`src/rtl/ptr_agu_pkg.sv`:
```
`timescale 1ns/1ps
package ptr_agu_pkg;

    typedef enum logic [2:0] {
        AM_PLAIN   = 3'd0,
        AM_POSTINC = 3'd1,
        AM_PREDEC  = 3'd2,
        AM_DISP    = 3'd3,
        AM_DIRECT  = 3'd4
    } amode_e;

    typedef enum logic {
        OP_LOAD  = 1'b0,
        OP_STORE = 1'b1
    } memop_e;

    // Mode codes above direct are undefined.
    function automatic logic mode_known(input logic [2:0] mode);
        return mode <= AM_DIRECT;
    endfunction

    // Modes that write a stepped value back to the pointer.
    function automatic logic mode_steps(input logic [2:0] mode);
        return (mode == AM_POSTINC) || (mode == AM_PREDEC);
    endfunction

endpackage

```
`src/rtl/ptr_agu_regs.sv`:
```
`timescale 1ns/1ps
module ptr_agu_regs #(
    parameter int AW   = 16,
    parameter int NPTR = 3,
    parameter int SW   = 2
) (
    input  logic                     clk,
    input  logic                     rst,
    input  logic                     ld_en_i,
    input  logic [SW-1:0]            ld_sel_i,
    input  logic [AW-1:0]            ld_data_i,
    input  logic                     cm_en_i,
    input  logic [SW-1:0]            cm_sel_i,
    input  logic [AW-1:0]            cm_data_i,
    output logic [NPTR-1:0][AW-1:0]  ptrs_o
);

    for (genvar g = 0; g < NPTR; g++) begin : g_ptr
        logic hit_cm;
        logic hit_ld;
        assign hit_cm = cm_en_i && (cm_sel_i == SW'(g));
        assign hit_ld = ld_en_i && (ld_sel_i == SW'(g));

        always_ff @(posedge clk) begin
            if (rst) begin
                ptrs_o[g] <= '0;
            end else if (hit_cm) begin
                ptrs_o[g] <= cm_data_i;
            end else if (hit_ld) begin
                ptrs_o[g] <= ld_data_i;
            end
        end
    end

endmodule

```
`src/rtl/ptr_agu_calc.sv`:
```
`timescale 1ns/1ps
module ptr_agu_calc
    import ptr_agu_pkg::*;
#(
    parameter int              AW      = 16,
    parameter int              QW      = 6,
    parameter int              NPTR    = 3,
    parameter int              SW      = 2,
    parameter logic [NPTR-1:0] DISP_OK = 3'b110
) (
    input  logic [2:0]               mode_i,
    input  logic [SW-1:0]            sel_i,
    input  logic [QW-1:0]            disp_i,
    input  logic [AW-1:0]            kaddr_i,
    input  logic [NPTR-1:0][AW-1:0]  ptrs_i,
    output logic [AW-1:0]            addr_o,
    output logic [AW-1:0]            nptr_o,
    output logic                     wb_o,
    output logic                     legal_o
);

    logic [AW-1:0] cur;
    logic          sel_ok;
    logic          disp_allowed;
    logic [AW-1:0] step_up;
    logic [AW-1:0] step_dn;
    logic [AW-1:0] with_disp;

    always_comb begin
        cur          = '0;
        disp_allowed = 1'b0;
        for (int i = 0; i < NPTR; i++) begin
            if (sel_i == SW'(i)) begin
                cur          = ptrs_i[i];
                disp_allowed = DISP_OK[i];
            end
        end
    end

    assign sel_ok    = sel_i < SW'(NPTR);
    assign step_up   = cur + AW'(1);
    assign step_dn   = cur - AW'(1);
    assign with_disp = cur + AW'(disp_i);

    always_comb begin
        addr_o = '0;
        nptr_o = '0;
        unique case (mode_i)
            AM_PLAIN: begin
                addr_o = cur;
                nptr_o = cur;
            end
            AM_POSTINC: begin
                addr_o = cur;
                nptr_o = step_up;
            end
            AM_PREDEC: begin
                addr_o = step_dn;
                nptr_o = step_dn;
            end
            AM_DISP: begin
                addr_o = with_disp;
                nptr_o = cur;
            end
            AM_DIRECT: begin
                addr_o = kaddr_i;
                nptr_o = '0;
            end
            default: begin
                addr_o = '0;
                nptr_o = '0;
            end
        endcase
    end

    always_comb begin
        if (!mode_known(mode_i)) begin
            legal_o = 1'b0;
        end else if (mode_i == AM_DIRECT) begin
            legal_o = 1'b1;
        end else if (!sel_ok) begin
            legal_o = 1'b0;
        end else if (mode_i == AM_DISP) begin
            legal_o = disp_allowed;
        end else begin
            legal_o = 1'b1;
        end
    end

    assign wb_o = legal_o && mode_steps(mode_i);

endmodule

```
`src/rtl/ptr_agu_seq.sv`:
```
`timescale 1ns/1ps
module ptr_agu_seq
    import ptr_agu_pkg::*;
#(
    parameter int AW = 16,
    parameter int SW = 2
) (
    input  logic           clk,
    input  logic           rst,
    input  logic           start_i,
    input  logic           op_i,
    input  logic [SW-1:0]  sel_i,
    input  logic           legal_i,
    input  logic           wb_i,
    input  logic [AW-1:0]  addr_i,
    input  logic [AW-1:0]  nptr_i,
    output logic           busy_o,
    output logic [AW-1:0]  addr_o,
    output logic [AW-1:0]  ptr_o,
    output logic           rd_o,
    output logic           wr_o,
    output logic           done_o,
    output logic           illegal_o,
    output logic           cm_en_o,
    output logic [SW-1:0]  cm_sel_o
);

    typedef struct packed {
        logic [AW-1:0] addr;
        logic [AW-1:0] ptr;
        logic          rd;
        logic          wr;
        logic          done;
        logic          ill;
        logic          wb;
        logic [SW-1:0] sel;
    } rsp_t;

    rsp_t rsp_q;
    rsp_t rsp_d;
    logic accept;

    // A done pulse marks the second cycle; no new request is taken then.
    assign accept = start_i && !rsp_q.done;

    always_comb begin
        rsp_d = '0;
        if (accept) begin
            rsp_d.done = 1'b1;
            rsp_d.ill  = !legal_i;
            rsp_d.rd   = legal_i && (op_i == OP_LOAD);
            rsp_d.wr   = legal_i && (op_i == OP_STORE);
            rsp_d.addr = legal_i ? addr_i : '0;
            rsp_d.ptr  = legal_i ? nptr_i : '0;
            rsp_d.wb   = wb_i;
            rsp_d.sel  = sel_i;
        end
    end

    always_ff @(posedge clk) begin
        if (rst) begin
            rsp_q <= '0;
        end else begin
            rsp_q <= rsp_d;
        end
    end

    assign busy_o    = rsp_q.done;
    assign addr_o    = rsp_q.addr;
    assign ptr_o     = rsp_q.ptr;
    assign rd_o      = rsp_q.rd;
    assign wr_o      = rsp_q.wr;
    assign done_o    = rsp_q.done;
    assign illegal_o = rsp_q.ill;
    assign cm_en_o   = rsp_q.wb;
    assign cm_sel_o  = rsp_q.sel;

endmodule

```
`src/rtl/ptr_agu.sv`:
```
`timescale 1ns/1ps
module ptr_agu
    import ptr_agu_pkg::*;
#(
    parameter int              AW      = 16,
    parameter int              QW      = 6,
    parameter int              NPTR    = 3,
    parameter logic [NPTR-1:0] DISP_OK = 3'b110,
    localparam int             SW      = $clog2(NPTR + 1)
) (
    input  logic           clk,
    input  logic           rst,
    input  logic           start_i,
    input  logic           op_i,
    input  logic [SW-1:0]  sel_i,
    input  logic [2:0]     mode_i,
    input  logic [QW-1:0]  disp_i,
    input  logic [AW-1:0]  kaddr_i,
    input  logic           ptr_wr_i,
    input  logic [SW-1:0]  ptr_wsel_i,
    input  logic [AW-1:0]  ptr_wdata_i,
    output logic [AW-1:0]  addr_o,
    output logic           rd_o,
    output logic           wr_o,
    output logic           done_o,
    output logic           illegal_o,
    output logic [AW-1:0]  ptr_o
);

    logic [NPTR-1:0][AW-1:0] ptrs;
    logic [AW-1:0]           calc_addr;
    logic [AW-1:0]           calc_nptr;
    logic                    calc_wb;
    logic                    calc_legal;
    logic                    busy;
    logic                    cm_en;
    logic [SW-1:0]           cm_sel;

    ptr_agu_regs #(.AW(AW), .NPTR(NPTR), .SW(SW)) regs_i (
        .clk       (clk),
        .rst       (rst),
        .ld_en_i   (ptr_wr_i),
        .ld_sel_i  (ptr_wsel_i),
        .ld_data_i (ptr_wdata_i),
        .cm_en_i   (cm_en),
        .cm_sel_i  (cm_sel),
        .cm_data_i (ptr_o),
        .ptrs_o    (ptrs)
    );

    ptr_agu_calc #(
        .AW(AW), .QW(QW), .NPTR(NPTR), .SW(SW), .DISP_OK(DISP_OK)
    ) calc_i (
        .mode_i  (mode_i),
        .sel_i   (sel_i),
        .disp_i  (disp_i),
        .kaddr_i (kaddr_i),
        .ptrs_i  (ptrs),
        .addr_o  (calc_addr),
        .nptr_o  (calc_nptr),
        .wb_o    (calc_wb),
        .legal_o (calc_legal)
    );

    ptr_agu_seq #(.AW(AW), .SW(SW)) seq_i (
        .clk       (clk),
        .rst       (rst),
        .start_i   (start_i),
        .op_i      (op_i),
        .sel_i     (sel_i),
        .legal_i   (calc_legal),
        .wb_i      (calc_wb),
        .addr_i    (calc_addr),
        .nptr_i    (calc_nptr),
        .busy_o    (busy),
        .addr_o    (addr_o),
        .ptr_o     (ptr_o),
        .rd_o      (rd_o),
        .wr_o      (wr_o),
        .done_o    (done_o),
        .illegal_o (illegal_o),
        .cm_en_o   (cm_en),
        .cm_sel_o  (cm_sel)
    );

endmodule

```
`config.mk`:
```
export PLATFORM = sky130hd
export DESIGN_NAME = ptr_agu
export DESIGN_NICKNAME = d
export VERILOG_FILES = /design/src/rtl/ptr_agu_pkg.sv /design/src/rtl/ptr_agu_regs.sv /design/src/rtl/ptr_agu_calc.sv /design/src/rtl/ptr_agu_seq.sv /design/src/rtl/ptr_agu.sv
export SDC_FILE = /design/constraint.sdc
export NUM_CORES = 1
export LEC_CHECK = 0
export BUFFER_PORTS_ARGS = -buffer_cell sky130_fd_sc_hd__buf_2
export CAP_MARGIN = 20
export CORE_ASPECT_RATIO = 1.1
export CORE_UTILIZATION = 62
export DETAILED_ROUTE_END_ITERATION = 8
export PLACE_DENSITY = 0.86
export SETUP_SLACK_MARGIN = 0.3
export SLEW_MARGIN = 5
export SYNTH_ARGS = -nofsm -noshare
export SYNTH_HDL_FRONTEND = slang
export SYNTH_SLANG_ARGS = --single-unit
```
`constraint.sdc`:
```
create_clock -name clk -period 8.1 [get_ports clk]
set_clock_uncertainty 0.1 [all_clocks]
set_input_delay 1.62 -clock clk [delete_from_list [all_inputs] [get_ports clk]]
set_output_delay 1.62 -clock clk [all_outputs]
set_load 0.005 [all_outputs]
```
### Word-level counts from Yosys, hierarchy flattened

Index checks and enable logic that the tools add are counted.

* bits of input ports: 50
* register bits: 87
* output and inout bits: 36
* logic and storage cells: 71

* bitwise logic cells: 3
* mux-type cells: 18
* add/sub/neg operators: 3
* equality and inequality tests: 10
* reduce and logical (&&, ||, !) cells: 24
* order comparisons: 2

Operators by type and width (number)
* 2-to-1 mux 16 bit: 9
* one-hot mux 16 bit (4 select lines): 1
* one-hot mux 16 bit (3 select lines): 1
* adder 16 x 1 -> 16 bit (second input constant): 1
* adder 16 x 6 -> 16 bit: 1
* subtractor 16 x 1 -> 16 bit (second input constant): 1
* logical AND 1 bit: 10
* == test 2 x 1 -> 1 bit (second input constant): 3
* == test 2 bit (second input constant): 3
* == test 3 x 2 -> 1 bit (second input constant): 2
* logical NOT 2 bit: 3
* 2-to-1 mux 1 bit: 6
* nonzero test 2 bit: 3
* OR reduction 2 bit: 3
* 2-to-1 mux 5 bit: 1
* == test 3 x 1 -> 1 bit (second input constant): 1
* == test 3 bit (second input constant): 1
* <= comparator 3 bit (second input constant): 1
* logical NOT 3 bit: 1
* inverter 1 bit: 3
* OR reduction 3 bit: 1
* logical NOT 1 bit: 2
* less-than comparator 2 bit (second input constant): 1
* logical OR 1 bit: 1

### Longest topological paths before layout

Gate-level depths: netlist of run 1.

* depth in word-level cells: 9
* mapped depth: 15
* depth with buffers taken out: 14

### Hierarchy

A second synthesis of run 1 with hierarchy kept.

* cells, all modules: 698
* area, all modules: 5652.9 um^2

Modules (own cells, without submodules)
* ptr_agu_calc: cells an instance 356, times used 1, seq. area each 0.0 um^2, area each 2399.8 um^2
* ptr_agu_regs: cells an instance 259, times used 1, seq. area each 960.9 um^2, area each 2164.6 um^2
* ptr_agu_seq: cells an instance 83, times used 1, seq. area each 780.7 um^2, area each 1088.5 um^2

### Worst setup path after synthesis of run 1

No wires, ideal clock.

* path kind: input port to flip-flop
* start point: input sel_i[1]
* end point: register seq_i.rsp_q, in the netlist seq_i.addr_o[14]
* slack: 3.818 ns
* library setup time: 0.074 ns
* data required time: 7.926 ns
* stages on the path: 15
* buffers on the path: 1
* arrival: 4.107 ns
* cell sequence: inv_1 -> ha_1 -> buf_6 -> nand3b_1 -> a21oi_4 -> inv_2 -> xnor2_1 -> ha_1 -> a21o_1 -> a21oi_1 -> o21ai_2 -> a221o_1 -> a211oi_1 -> nor3_1 -> a31oi_1

* word-level cells in the longest chain between the ends: 9
* elaborated cells on any way between the ends: 18
* classes of those cells: add/sub (2); order compare (1); eq/ne (2); mux (10); bitwise (1); reduce/logical (2)

Ends and longest elaborated chain
* start, declared: line ptr_agu.sv:15 `input logic [SW-1:0] sel_i,`
* parallel branches: the longest is 9 deep, another holds adder 16 x 6 -> 16 bit
* end signal, assigned: line ptr_agu_seq.sv:64 `rsp_q <= rsp_d;`
* end, declared: line ptr_agu_seq.sv:39 `rsp_t rsp_q;`

Parallel ways; which one is timed is not known.
A chain may end at the register's enable or synchronous reset.

### Final worst setup path of run 1

* start point: input sel_i[1]
* end point: register seq_i.rsp_q, in the netlist seq_i.addr_o[13]

Same word-level chain as after synthesis.

==> results of run 1 <==
==> cell type report <==
type	count	area, sq um	area share
sequential	87	1742	0.2814
clock buffer	10	137.6	0.02224
tap	111	138.9	0.02244
clock inverter	6	51.30	0.008288
timing repair buffer	92	525.5	0.08490
multi-input combinational	505	3508	0.5668
inverter	23	86.33	0.01395
==> critical path, delay by kind of cell <==
kind	cells	cell delay [ns]
AO/OA/AOI/OAI	7	1.77
XOR/XNOR	1	0.17
adder cells (fa/ha/maj)	2	0.76
buffers and inverters	4	0.64
AND/OR/NAND/NOR	1	0.12
==> state kept, by name (all words and copies together) (netlist names) <==
signal           cells
seq_i.addr_o        16
seq_i.cm_sel_o       2
seq_i.cm_en_o        1
seq_i.busy_o         1
seq_i.rd_o           1
seq_i.wr_o           1
regs_i.ptrs_o       48
seq_i.ptr_o         16
seq_i.illegal_o      1
==> where the power goes <==
group / internal [mW] / switching [mW] / total [mW]
combinational: 0.0792 / 0.133 / 0.213
sequential: 0.441 / 0.00802 / 0.449
clock: 0.124 / 0.182 / 0.305
total: 0.644 / 0.323 / 0.967
==> how the worst max path moves through the flow <==
stage	startpoint	to	slack [ns]	cells after the start
floorplan	sel_i[1]	seq_i.addr_o[14]$_SDFF_PP0_	3.82	15
global placement	sel_i[1]	seq_i.addr_o[7]$_SDFF_PP0_	2.83	13
detailed placement	sel_i[1]	seq_i.addr_o[13]$_SDFF_PP0_	2.58	14
CTS	sel_i[1]	seq_i.addr_o[13]$_SDFF_PP0_	2.91	14
global route	sel_i[1]	seq_i.addr_o[13]$_SDFF_PP0_	3.05	15
finish	sel_i[1]	seq_i.addr_o[13]$_SDFF_PP0_	3.21	15
==> cells in the mapped netlist (5+ instances only) <==
| cell | instances | area (sq um) |
|---|---|---|
| nand3_1 | 13 | 65.06 |
| clkbuf_1 | 28 | 105.1 |
| nand2_1 | 42 | 157.7 |
| xnor2_1 | 22 | 192.7 |
| mux2i_1 | 54 | 540.5 |
| nand4_1 | 6 | 37.54 |
| inv_2 | 5 | 18.77 |
| inv_1 | 18 | 67.56 |
| a21oi_1 | 49 | 245.2 |
| a22oi_1 | 13 | 97.59 |
| o21ai_0 | 10 | 50.05 |
| nand3b_1 | 18 | 135.1 |
| nor4_1 | 5 | 31.28 |
| a211oi_1 | 55 | 412.9 |
| a22o_1 | 7 | 61.31 |
| ha_1 | 12 | 150.1 |
| buf_2 | 8 | 40.04 |
| a31oi_1 | 6 | 37.54 |
| nor3_1 | 8 | 40.04 |
| nor2_1 | 97 | 364.1 |
| dfxtp_1 | 87 | 1742 |
| xor2_1 | 5 | 43.79 |
==> logic make-up (layout without fill, tap and decap cells) <==
kind of cell / count (synthesis) / count (layout) / share of synthesized area
flip-flops: 87 / 87 / 0.3137
AND/OR/NAND/NOR: 219 / 219 / 0.2085
XOR/XNOR: 27 / 27 / 0.04260
multiplexers: 54 / 54 / 0.09736
adder cells (fa/ha/maj): 12 / 12 / 0.02704
AO/OA/AOI/OAI: 193 / 193 / 0.2556
buffers and inverters: 69 / 131 / 0.05522
==> per-stage QoR <==
stage | cells | worst slack [ns] | area, sq um
floorplan | 661 | 3.818 | 5552
global placement | 815 | 2.832 | 5931
detailed placement | 816 | 2.583 | 5958
CTS | 832 | 2.911 | 6147
global route | 834 | 3.052 | 6190
finish | 834 | 3.207 | 6190
==> per-layer routing <==
layer,up-vias,wire (um)
met1,2633,7230
met2,322,7954
li1,2543,-
met3,60,1389
met4,0,677
met5,-,0
==> flow_metrics.py, run 1 <==
metrics = {
    "die": {
        "core_region_area_sq_um": 8539,
        "dieHeight_um": 101.2,
        "io_pins": 86,
        "initial_core_util": 0.6501,
        "dieWidth_um": 92.22,
        "die-area_sq_um": 9337,
        "rows": 35,
    },
    "synthesis": {
        "ys.flop_type": "dfxtp_1",
        "yosysWarnings": 0,
        "postSynthCellCount": 661,
        "ys_seq_area_frac": 0.3137,
        "syn_area_per_cell_sq_um": 8.399,
        "synth.distinct_cells": 76,
        "synth_seq_cells": 87,
        "ys_async_sr_fraction": 0,
        "synth_area_sq_um": 5552,
        "syn_nets": 723,
        "synth_edf_count": 0,
    },
    "finish": {
        "antenna_cells": 0,
        "fin_util": 0.7248,
        "syn2layout_area_growth_pct": 11.49,
        "final_common_cell": "nor2_1",
        "drive_above_1_share": 0.2033,
        "nFillCells": 705,
        "nets": 780,
        "mostFrequentLayoutCells": "nor2_1, dfxtp_1, buf_2",
    },
    "global_route": {
        "gr-total-overflow": 0,
        "use_met1": 0.4822,
        "grt_most_used_layer": "met2",
        "use_met2": 0.6079,
        "grtUsageTotal": 0.3726,
        "antenna_found_initial": 0,
        "grt_pass1_vias": 5316,
        "grt_pass1_wl_um": 27340,
        "use_met3": 0.06081,
        "grt_max_degree": 50,
    },
    "critical_path": {
        "criticalPathCategory": "primary input to flip-flop",
        "crit_path_cell_trace": "buf_2, inv_1, ha_1, buf_16, nand3b_1, a22o_1, inv_1, ha_1, o21ai_0, a211oi_1, o211ai_1, a211oi_1, xnor2_1, a21oi_1, a21oi_1",
        "r2r_cells": 11,
        "cp-start-kind": "primary input",
        "cp.arrival_ns": 5.10,
        "crit-reg2reg-capture": "seq_i.addr_o[13]$_SDFF_PP0_",
        "endpoint_kind": "flip-flop",
        "slowest_stage": "ha_1",
        "max_stage_delay_ns": 0.41,
        "critPathMaxFanout": 28,
        "regToRegSetupSlack_ns": 4.87,
        "cp.required_ns": 8.31,
        "r2r-start": "regs_i.ptrs_o[18]$_SDFFE_PP0P_",
    },
    "timing": {
        "finalCritPeriodShare": 0.6041,
        "fmax_mhz": 204.4,
        "holdWs_ns": 0.4318,
        "fin_tns_setup_ns": 0,
        "drv_slew": 0,
        "final_hold_viol_count": 0,
        "setup_viol": 0,
        "grt_setup_unrepaired": "false",
        "fin_crit_ns": 4.893,
        "tightest_slew_ns": 0.9988,
        "slew-limit-headroom": 0.3317,
    },
    "clocking": {
        "cts_tree": "yes",
        "htreeDepth": 3,
        "cts_buffers": 9,
        "clk_pin_slew_worst_paths_ns": 0.11,
        "clockBufferDepth": 2,
        "hold_buffers": 0,
        "cts_resized": 0,
        "clkSinkCount": 87,
        "clk_latency_ns": 0.37,
        "post_cts_buffers": 0,
        "clock-root-buffer": "clkbuf_8",
    },
    "route": {
        "vias": 5558,
        "drc": 0,
        "drt_iter0_drc": 366,
        "wirelength_um": 17250,
        "wl_per_cell_um": 20.69,
        "antenna_left": 0,
        "via_per_inst": 6.664,
        "dr.pass1.iters": 5,
    },
    "place": {
        "gp_congestion": 1.002,
        "port_buffers": 85,
        "place_hpwl_um": 12140,
    },
    "outcome": {
        "outcome": "finished clean",
    },
    "flow_run": {
        "cap_violations": 0,
    },
    "worst_hold_path": {
        "hp-start": "seq_i.ptr_o[3]$_SDFF_PP0_",
        "hold_path_class": "flip-flop to flip-flop",
        "holdPathStages": 2,
        "min_to": "regs_i.ptrs_o[35]$_SDFFE_PP0P_",
    },
    "power": {
        "ir_drop_mv": 0.08857,
        "power_density_nw_per_um2": 156.2,
        "power_leakage_nw": 2.673,
        "power_mw": 0.9669,
    },
}
No activity file was read; power rests on OpenSTA's default activity.
==> inputs of run 2 (changes only) <==
- ABC_AREA: default -> 1
- CORE_UTILIZATION: 62 -> 58
- PLACE_DENSITY: 0.86 -> 0.81
- clock period: 8.1 -> 4.9 ns (I/O delays scaled with it)
==> flow_metrics.py, run 2 <==
metrics = {
    "timing": {
        "slew-limit-headroom": 0.2950,
        "fin_tns_setup_ns": 0,
        "tightest_slew_ns": 1.054,
        "fin_crit_ns": 3.741,
        "finalCritPeriodShare": 0.7634,
        "fmax_mhz": 267.3,
        "drv_slew": 0,
        "final_hold_viol_count": 0,
        "setup_viol": 0,
        "grt_setup_unrepaired": "false",
    },
    "synthesis": {
        "synth_top_family_by_area": "simple AND/OR/NAND/NOR gates",
        "yosysWarnings": 0,
        "netlist_top_cells_count": "nand2_1, o21ai_0, inv_1",
        "syn_nets": 935,
        "synth_seq_cells": 87,
        "synthAdderAreaFrac": 0.02687,
        "yosysTopAreaCell": "dfxtp_1",
        "synth.area.top_cells": "dfxtp_1, nand2_1, o21ai_0",
        "yosys.area.top_type_share": 0.3117,
        "synth_area_sq_um": 5588,
        "syn_area_per_cell_sq_um": 6.401,
        "postSynthCellCount": 873,
        "synth.distinct_cells": 38,
        "synth-compound-area-share": 0.2537,
        "synth_edf_count": 0,
        "synth.area.mux_share": 0,
        "yosys.area_share.simple": 0.3034,
        "synthXorXnorAreaFrac": 0.003135,
        "ys_seq_area_frac": 0.3117,
        "ys_async_sr_fraction": 0,
        "ys.flop_type": "dfxtp_1",
        "synthMostInstantiatedCell": "nand2_1",
    },
    "route": {
        "wirelength_um": 16400,
        "wl_per_cell_um": 15.43,
        "dr.pass1.iters": 5,
        "via_per_inst": 5.823,
        "vias": 6190,
        "antenna_left": 0,
        "drc": 0,
        "drt_iter0_drc": 442,
    },
    "die": {
        "dieHeight_um": 104.9,
        "io_pins": 86,
        "initial_core_util": 0.5975,
        "die-area_sq_um": 10030,
        "core_region_area_sq_um": 9351,
        "dieWidth_um": 95.59,
        "rows": 37,
    },
    "worst_hold_path": {
        "hold_path_class": "flip-flop to flip-flop",
        "hp-start": "seq_i.busy_o$_SDFF_PP0_",
    },
    "finish": {
        "syn2layout_area_growth_pct": 11.60,
        "drive_above_1_share": 0.1765,
        "largest_reg_flops": 48,
        "antenna_cells": 0,
        "ff_latch_area_sq_um": 1742,
        "final_common_cell": "nand2_1",
        "stdcell_area_sq_um": 6236,
        "top_register": "regs_i.ptrs_o",
        "nFillCells": 872,
        "multi_input_area_sq_um": 3281,
        "mostFrequentLayoutCells": "nand2_1, o21ai_0, inv_1",
        "nets": 1003,
    },
    "global_route": {
        "antenna_found_initial": 0,
        "gr-total-overflow": 0,
        "grt_pass1_wl_um": 26320,
        "grtUsageTotal": 0.3370,
        "grt_max_degree": 50,
        "grt_pass1_vias": 5550,
    },
    "clocking": {
        "cts_buffers": 9,
        "clk_pin_slew_worst_paths_ns": 0.09,
        "hold_buffers": 0,
        "clk_latency_ns": 0.38,
        "post_cts_buffers": 0,
        "clkSinkCount": 87,
        "cts_tree": "yes",
        "cts_resized": 0,
        "clockBufferDepth": 2,
        "htreeDepth": 3,
        "clock-root-buffer": "clkbuf_8",
    },
    "place": {
        "place_hpwl_um": 11700,
        "gp_congestion": 0.9884,
        "dpl-instance-area_sq_um": 6037,
        "port_buffers": 85,
    },
    "outcome": {
        "outcome": "finished clean",
    },
    "critical_path": {
        "startpoint": "sel_i[1]",
        "criticalPathCategory": "primary input to flip-flop",
        "r2r-start": "regs_i.ptrs_o[16]$_SDFFE_PP0P_",
        "max_stage_delay_ns": 0.49,
        "cp.arrival_ns": 3.91,
        "cp.required_ns": 5.07,
        "critPathMaxFanout": 18,
        "cp_common_cell": "nand2_1",
        "slowest_stage": "ha_1",
        "endpoint_kind": "flip-flop",
        "crit_path_cell_trace": "buf_2, inv_1, ha_1, nor2_4, nand2_1, a21oi_2, ha_1, a21oi_1, inv_1, a31oi_1, o21ai_2, nand2_1, nand2_1, nand3_1, nand3b_1, nand2_1, inv_1",
        "cp-start-kind": "primary input",
    },
    "power": {
        "power_leakage_nw": 2.839,
        "ir_drop_mv": 0.1373,
        "power_density_nw_per_um2": 250.5,
    },
    "flow_run": {
        "cap_violations": 0,
    },
}
[run 2: cell count changes after synthesis, sizes merged, moves of 33 or more]
cell    delta
nand3     +61
nor2      -33
a211oi    -55
o21ai    +119
a21oi     +38
mux2i     -54
nand2    +180
inv       +78
[run 2: final timing paths]
kind / cells past startpoint / end / slack [ns]
max: 17 / seq_i.addr_o[14]$_SDFF_PP0_ / 1.16
min: 1 / seq_i.busy_o$_SDFF_PP0_ / 0.35
max reg2reg: 15 / seq_i.addr_o[14]$_SDFF_PP0_ / 2.54
min reg2reg: 1 / seq_i.busy_o$_SDFF_PP0_ / 0.35
[run 2: critical path, delay by kind of cell]
kind	cells	cell delay, ns
AO/OA/AOI/OAI	4	0.76
adder cells (fa/ha/maj)	2	0.83
buffers and inverters	4	0.30
AND/OR/NAND/NOR	7	1.02
[run 2: stage by stage]
stage          worst slack (ns)  total power, mW  std cells  utilization  hold WS [ns]
6_report                  1.159            1.562       1063       0.6668        0.3546
5_1_grt                  0.8283            1.624       1063       0.6668        0.3853
4_1_cts                   1.187            1.552       1063       0.6668        0.3526
3_5_place_dp             0.8090            1.046       1047       0.6456        0.3429
3_3_place_gp             0.8771            1.043       1047       0.6456        0.3279
2_1_floorplan             1.692           0.9637        873            -        0.3422
[run 2: cell families (layout without fill, tap and decap cells)]
kind of cell / after synthesis / count (layout)
simple gates: 388 / 388
fa+ha+maj: 12 / 12
flops: 87 / 87
compound gates: 246 / 246
buf+inv: 138 / 211
xor+xnor: 2 / 2
[run 2: final cells by class]
class                           count  share of cell area
Timing Repair Buffer               92             0.07665
Multi-Input combinational cell    648              0.5261
Clock inverter                      5            0.009230
Clock buffer                       11             0.02267
Tap cell                          117             0.02348
Sequential cell                    87              0.2793
Inverter                          103             0.06260
[run 2: where the power goes]
| part | internal, mW | switching (mW) | total (mW) |
|---|---|---|---|
| clock network | 0.249 | 0.274 | 0.523 |
| registers | 0.727 | 0.0138 | 0.741 |
| logic | 0.0950 | 0.202 | 0.297 |
[run 2: layer usage]
layer / GRT usage / share of wire
met3: 0.05677 / 0.079
met1: 0.4494 / 0.43
met4: 0.1450 / 0.034
met5: 0 / 0
met2: 0.5301 / 0.45
==> inputs of run 3 (changes only) <==
- ABC_AREA: 1 -> 0
- clock period: 4.9 -> 3.5 ns (I/O delays scaled with it)
==> flow_metrics.py, run 3 (synthesized netlist as in run 1, its figures left out) <==
metrics = {
    "place": {
        "dpl.cell_count": 875,
        "gp_congestion": 1.034,
        "port_buffers": 85,
        "place_hpwl_um": 13170,
    },
    "die": {
        "initial_core_util": 0.5966,
        "io_pins": 86,
        "die-area_sq_um": 9967,
        "dieWidth_um": 95.28,
        "rows": 37,
        "core_region_area_sq_um": 9305,
        "dieHeight_um": 104.6,
    },
    "finish": {
        "top_register": "regs_i.ptrs_o",
        "mostFrequentLayoutCells": "nor2_1, dfxtp_1, buf_2",
        "largest_reg_flops": 48,
        "nFillCells": 751,
        "fin_cells": 894,
        "final_common_cell": "nor2_1",
        "drive_above_1_share": 0.2754,
        "multi_input_area_sq_um": 3575,
        "ff_latch_area_sq_um": 1742,
        "nets": 834,
        "syn2layout_area_growth_pct": 19.95,
        "antenna_cells": 0,
    },
    "route": {
        "drt_iter0_drc": 458,
        "dr.pass1.iters": 4,
        "drc": 0,
        "wirelength_um": 18040,
        "vias": 5757,
        "wl_per_cell_um": 20.18,
        "antenna_left": 0,
        "via_per_inst": 6.440,
    },
    "clocking": {
        "clkSinkCount": 87,
        "cts_buffers": 9,
        "htreeDepth": 3,
        "cts_tree": "yes",
        "clock-root-buffer": "clkbuf_8",
        "clockBufferDepth": 2,
        "clk_latency_ns": 0.37,
        "clk_pin_slew_worst_paths_ns": 0.09,
    },
    "timing": {
        "slew-limit-headroom": 0.2987,
        "final_hold_viol_count": 0,
        "fin_crit_ns": 3.173,
        "setup_viol": 0,
        "tightest_slew_ns": 1.041,
        "fmax_mhz": 315.1,
        "finalCritPeriodShare": 0.9066,
        "drv_slew": 0,
        "grt_setup_unrepaired": "false",
    },
    "outcome": {
        "outcome": "finished clean",
    },
    "power": {
        "power_mw": 2.392,
        "power_switching_share": 0.3060,
        "power_density_nw_per_um2": 359.2,
        "p_clk_frac": 0.330,
        "power_frac_seq": 0.435,
        "switchingPower_mw": 0.7318,
        "ir_drop_mv": 0.1871,
        "power_leakage_nw": 2.936,
        "internal_power_mw": 1.660,
        "p_comb_frac": 0.235,
    },
    "critical_path": {
        "cp.arrival_ns": 3.32,
        "criticalPathCategory": "primary input to flip-flop",
        "cp.required_ns": 3.65,
        "endpoint_kind": "flip-flop",
        "cp-start-kind": "primary input",
        "crit_path_cell_trace": "buf_2, inv_1, ha_4, buf_12, a22o_1, inv_2, ha_2, o21ai_0, a211oi_2, o211ai_1, buf_4, a21oi_1, xnor2_1, a221oi_1, nor2_1",
        "cp_top_family": "compound AO/OA/AOI/OAI gates",
        "slowest_stage": "ha_2",
        "max_stage_delay_ns": 0.37,
        "critPathMaxFanout": 14,
        "crit_buf_inv": 5,
    },
    "worst_hold_path": {
        "hold_path_class": "primary input to flip-flop",
    },
    "global_route": {
        "grt_pass1_vias": 5500,
        "grt_pass1_wl_um": 28280,
        "grt_max_degree": 49,
        "antenna_found_initial": 0,
        "grtUsageTotal": 0.3648,
        "gr-total-overflow": 0,
    },
    "flow_run": {
        "cap_violations": 0,
    },
}
[run 3: cell types whose count changed in the layout (fill, tap and decap cells not counted), sizes merged, moves of 55 or more]
| cell | before | now |
|---|---|---|
| inv | 101 | 23 |
| nand2 | 222 | 42 |
| a211oi | 0 | 55 |
| nand3 | 75 | 14 |
| o21ai | 134 | 15 |
[run 3: per-layer routing]
layer,wire (um),vias up,global-route usage
li1,-,2656,-
met4,544,0,0.1407
met3,1585,42,0.06477
met5,0,-,0
met1,7384,2701,0.4864
met2,8527,358,0.5781
[run 3: final cells by class]
cell class | count | share of cell area
tap | 117 | 0.02198
timing repair buffer | 146 | 0.1345
clock buffer | 11 | 0.01973
inverter | 23 | 0.01297
sequential | 87 | 0.2616
multi-input combinational | 505 | 0.5368
clock inverter | 5 | 0.01240
[run 3: final timing paths]
path / startpoint / endpoint / slack, ns / cells past startpoint
max: sel_i[0] / seq_i.addr_o[7]$_SDFF_PP0_ / 0.33 / 15
min: op_i / seq_i.rd_o$_SDFF_PP0_ / 0.40 / 2
max reg2reg: regs_i.ptrs_o[18]$_SDFFE_PP0P_ / seq_i.addr_o[7]$_SDFF_PP0_ / 0.74 / 12
min reg2reg: seq_i.ptr_o[7]$_SDFF_PP0_ / regs_i.ptrs_o[7]$_SDFFE_PP0P_ / 0.42 / 2
[run 3: worst register-to-register path: stages (launching register included)]
cell	delay (ns)
dfxtp_1	0.35
a21oi_2	0.16
a22o_1	0.21
inv_2	0.06
ha_2	0.37
o21ai_0	0.13
a211oi_2	0.31
o211ai_1	0.16
buf_4	0.19
a21oi_1	0.18
xnor2_1	0.09
a221oi_1	0.27
nor2_1	0.06
[run 3: stage by stage]
| stage | instance area, sq um | util | setup slack [ns] | setup TNS [ns] | hold WS, ns |
|---|---|---|---|---|---|
| CTS | 6599 | 0.7092 | 0.2936 | 0 | 0.3933 |
| finish | 6659 | 0.7156 | 0.3269 | 0 | 0.3971 |
| floorplan | 5575 | - | 0.3089 | 0 | 0.4180 |
| global route | 6659 | 0.7156 | 0.2172 | 0 | 0.3904 |
| global placement | 6380 | 0.6856 | 0.04367 | 0 | 0.4127 |
| detailed placement | 6380 | 0.6856 | -0.08843 | -0.2023 | 0.4237 |
[run 3: power groups by stage]
stage / registers [mW] / clock network, mW / logic (mW)
floorplan: 1.06 / 0 / 0.346
global placement: 1.06 / 0 / 0.527
detailed placement: 1.06 / 0 / 0.538
CTS: 1.04 / 0.791 / 0.543
global route: 1.04 / 0.828 / 0.600
finish: 1.04 / 0.788 / 0.563
[run 3: what timing repair did]
action	4_1_cts	5_1_grt
hold buffers	0	0
endpoints found under the setup margin	2	11
gates resized for setup	1	9
pin swaps	1	3
buffers inserted	0	3
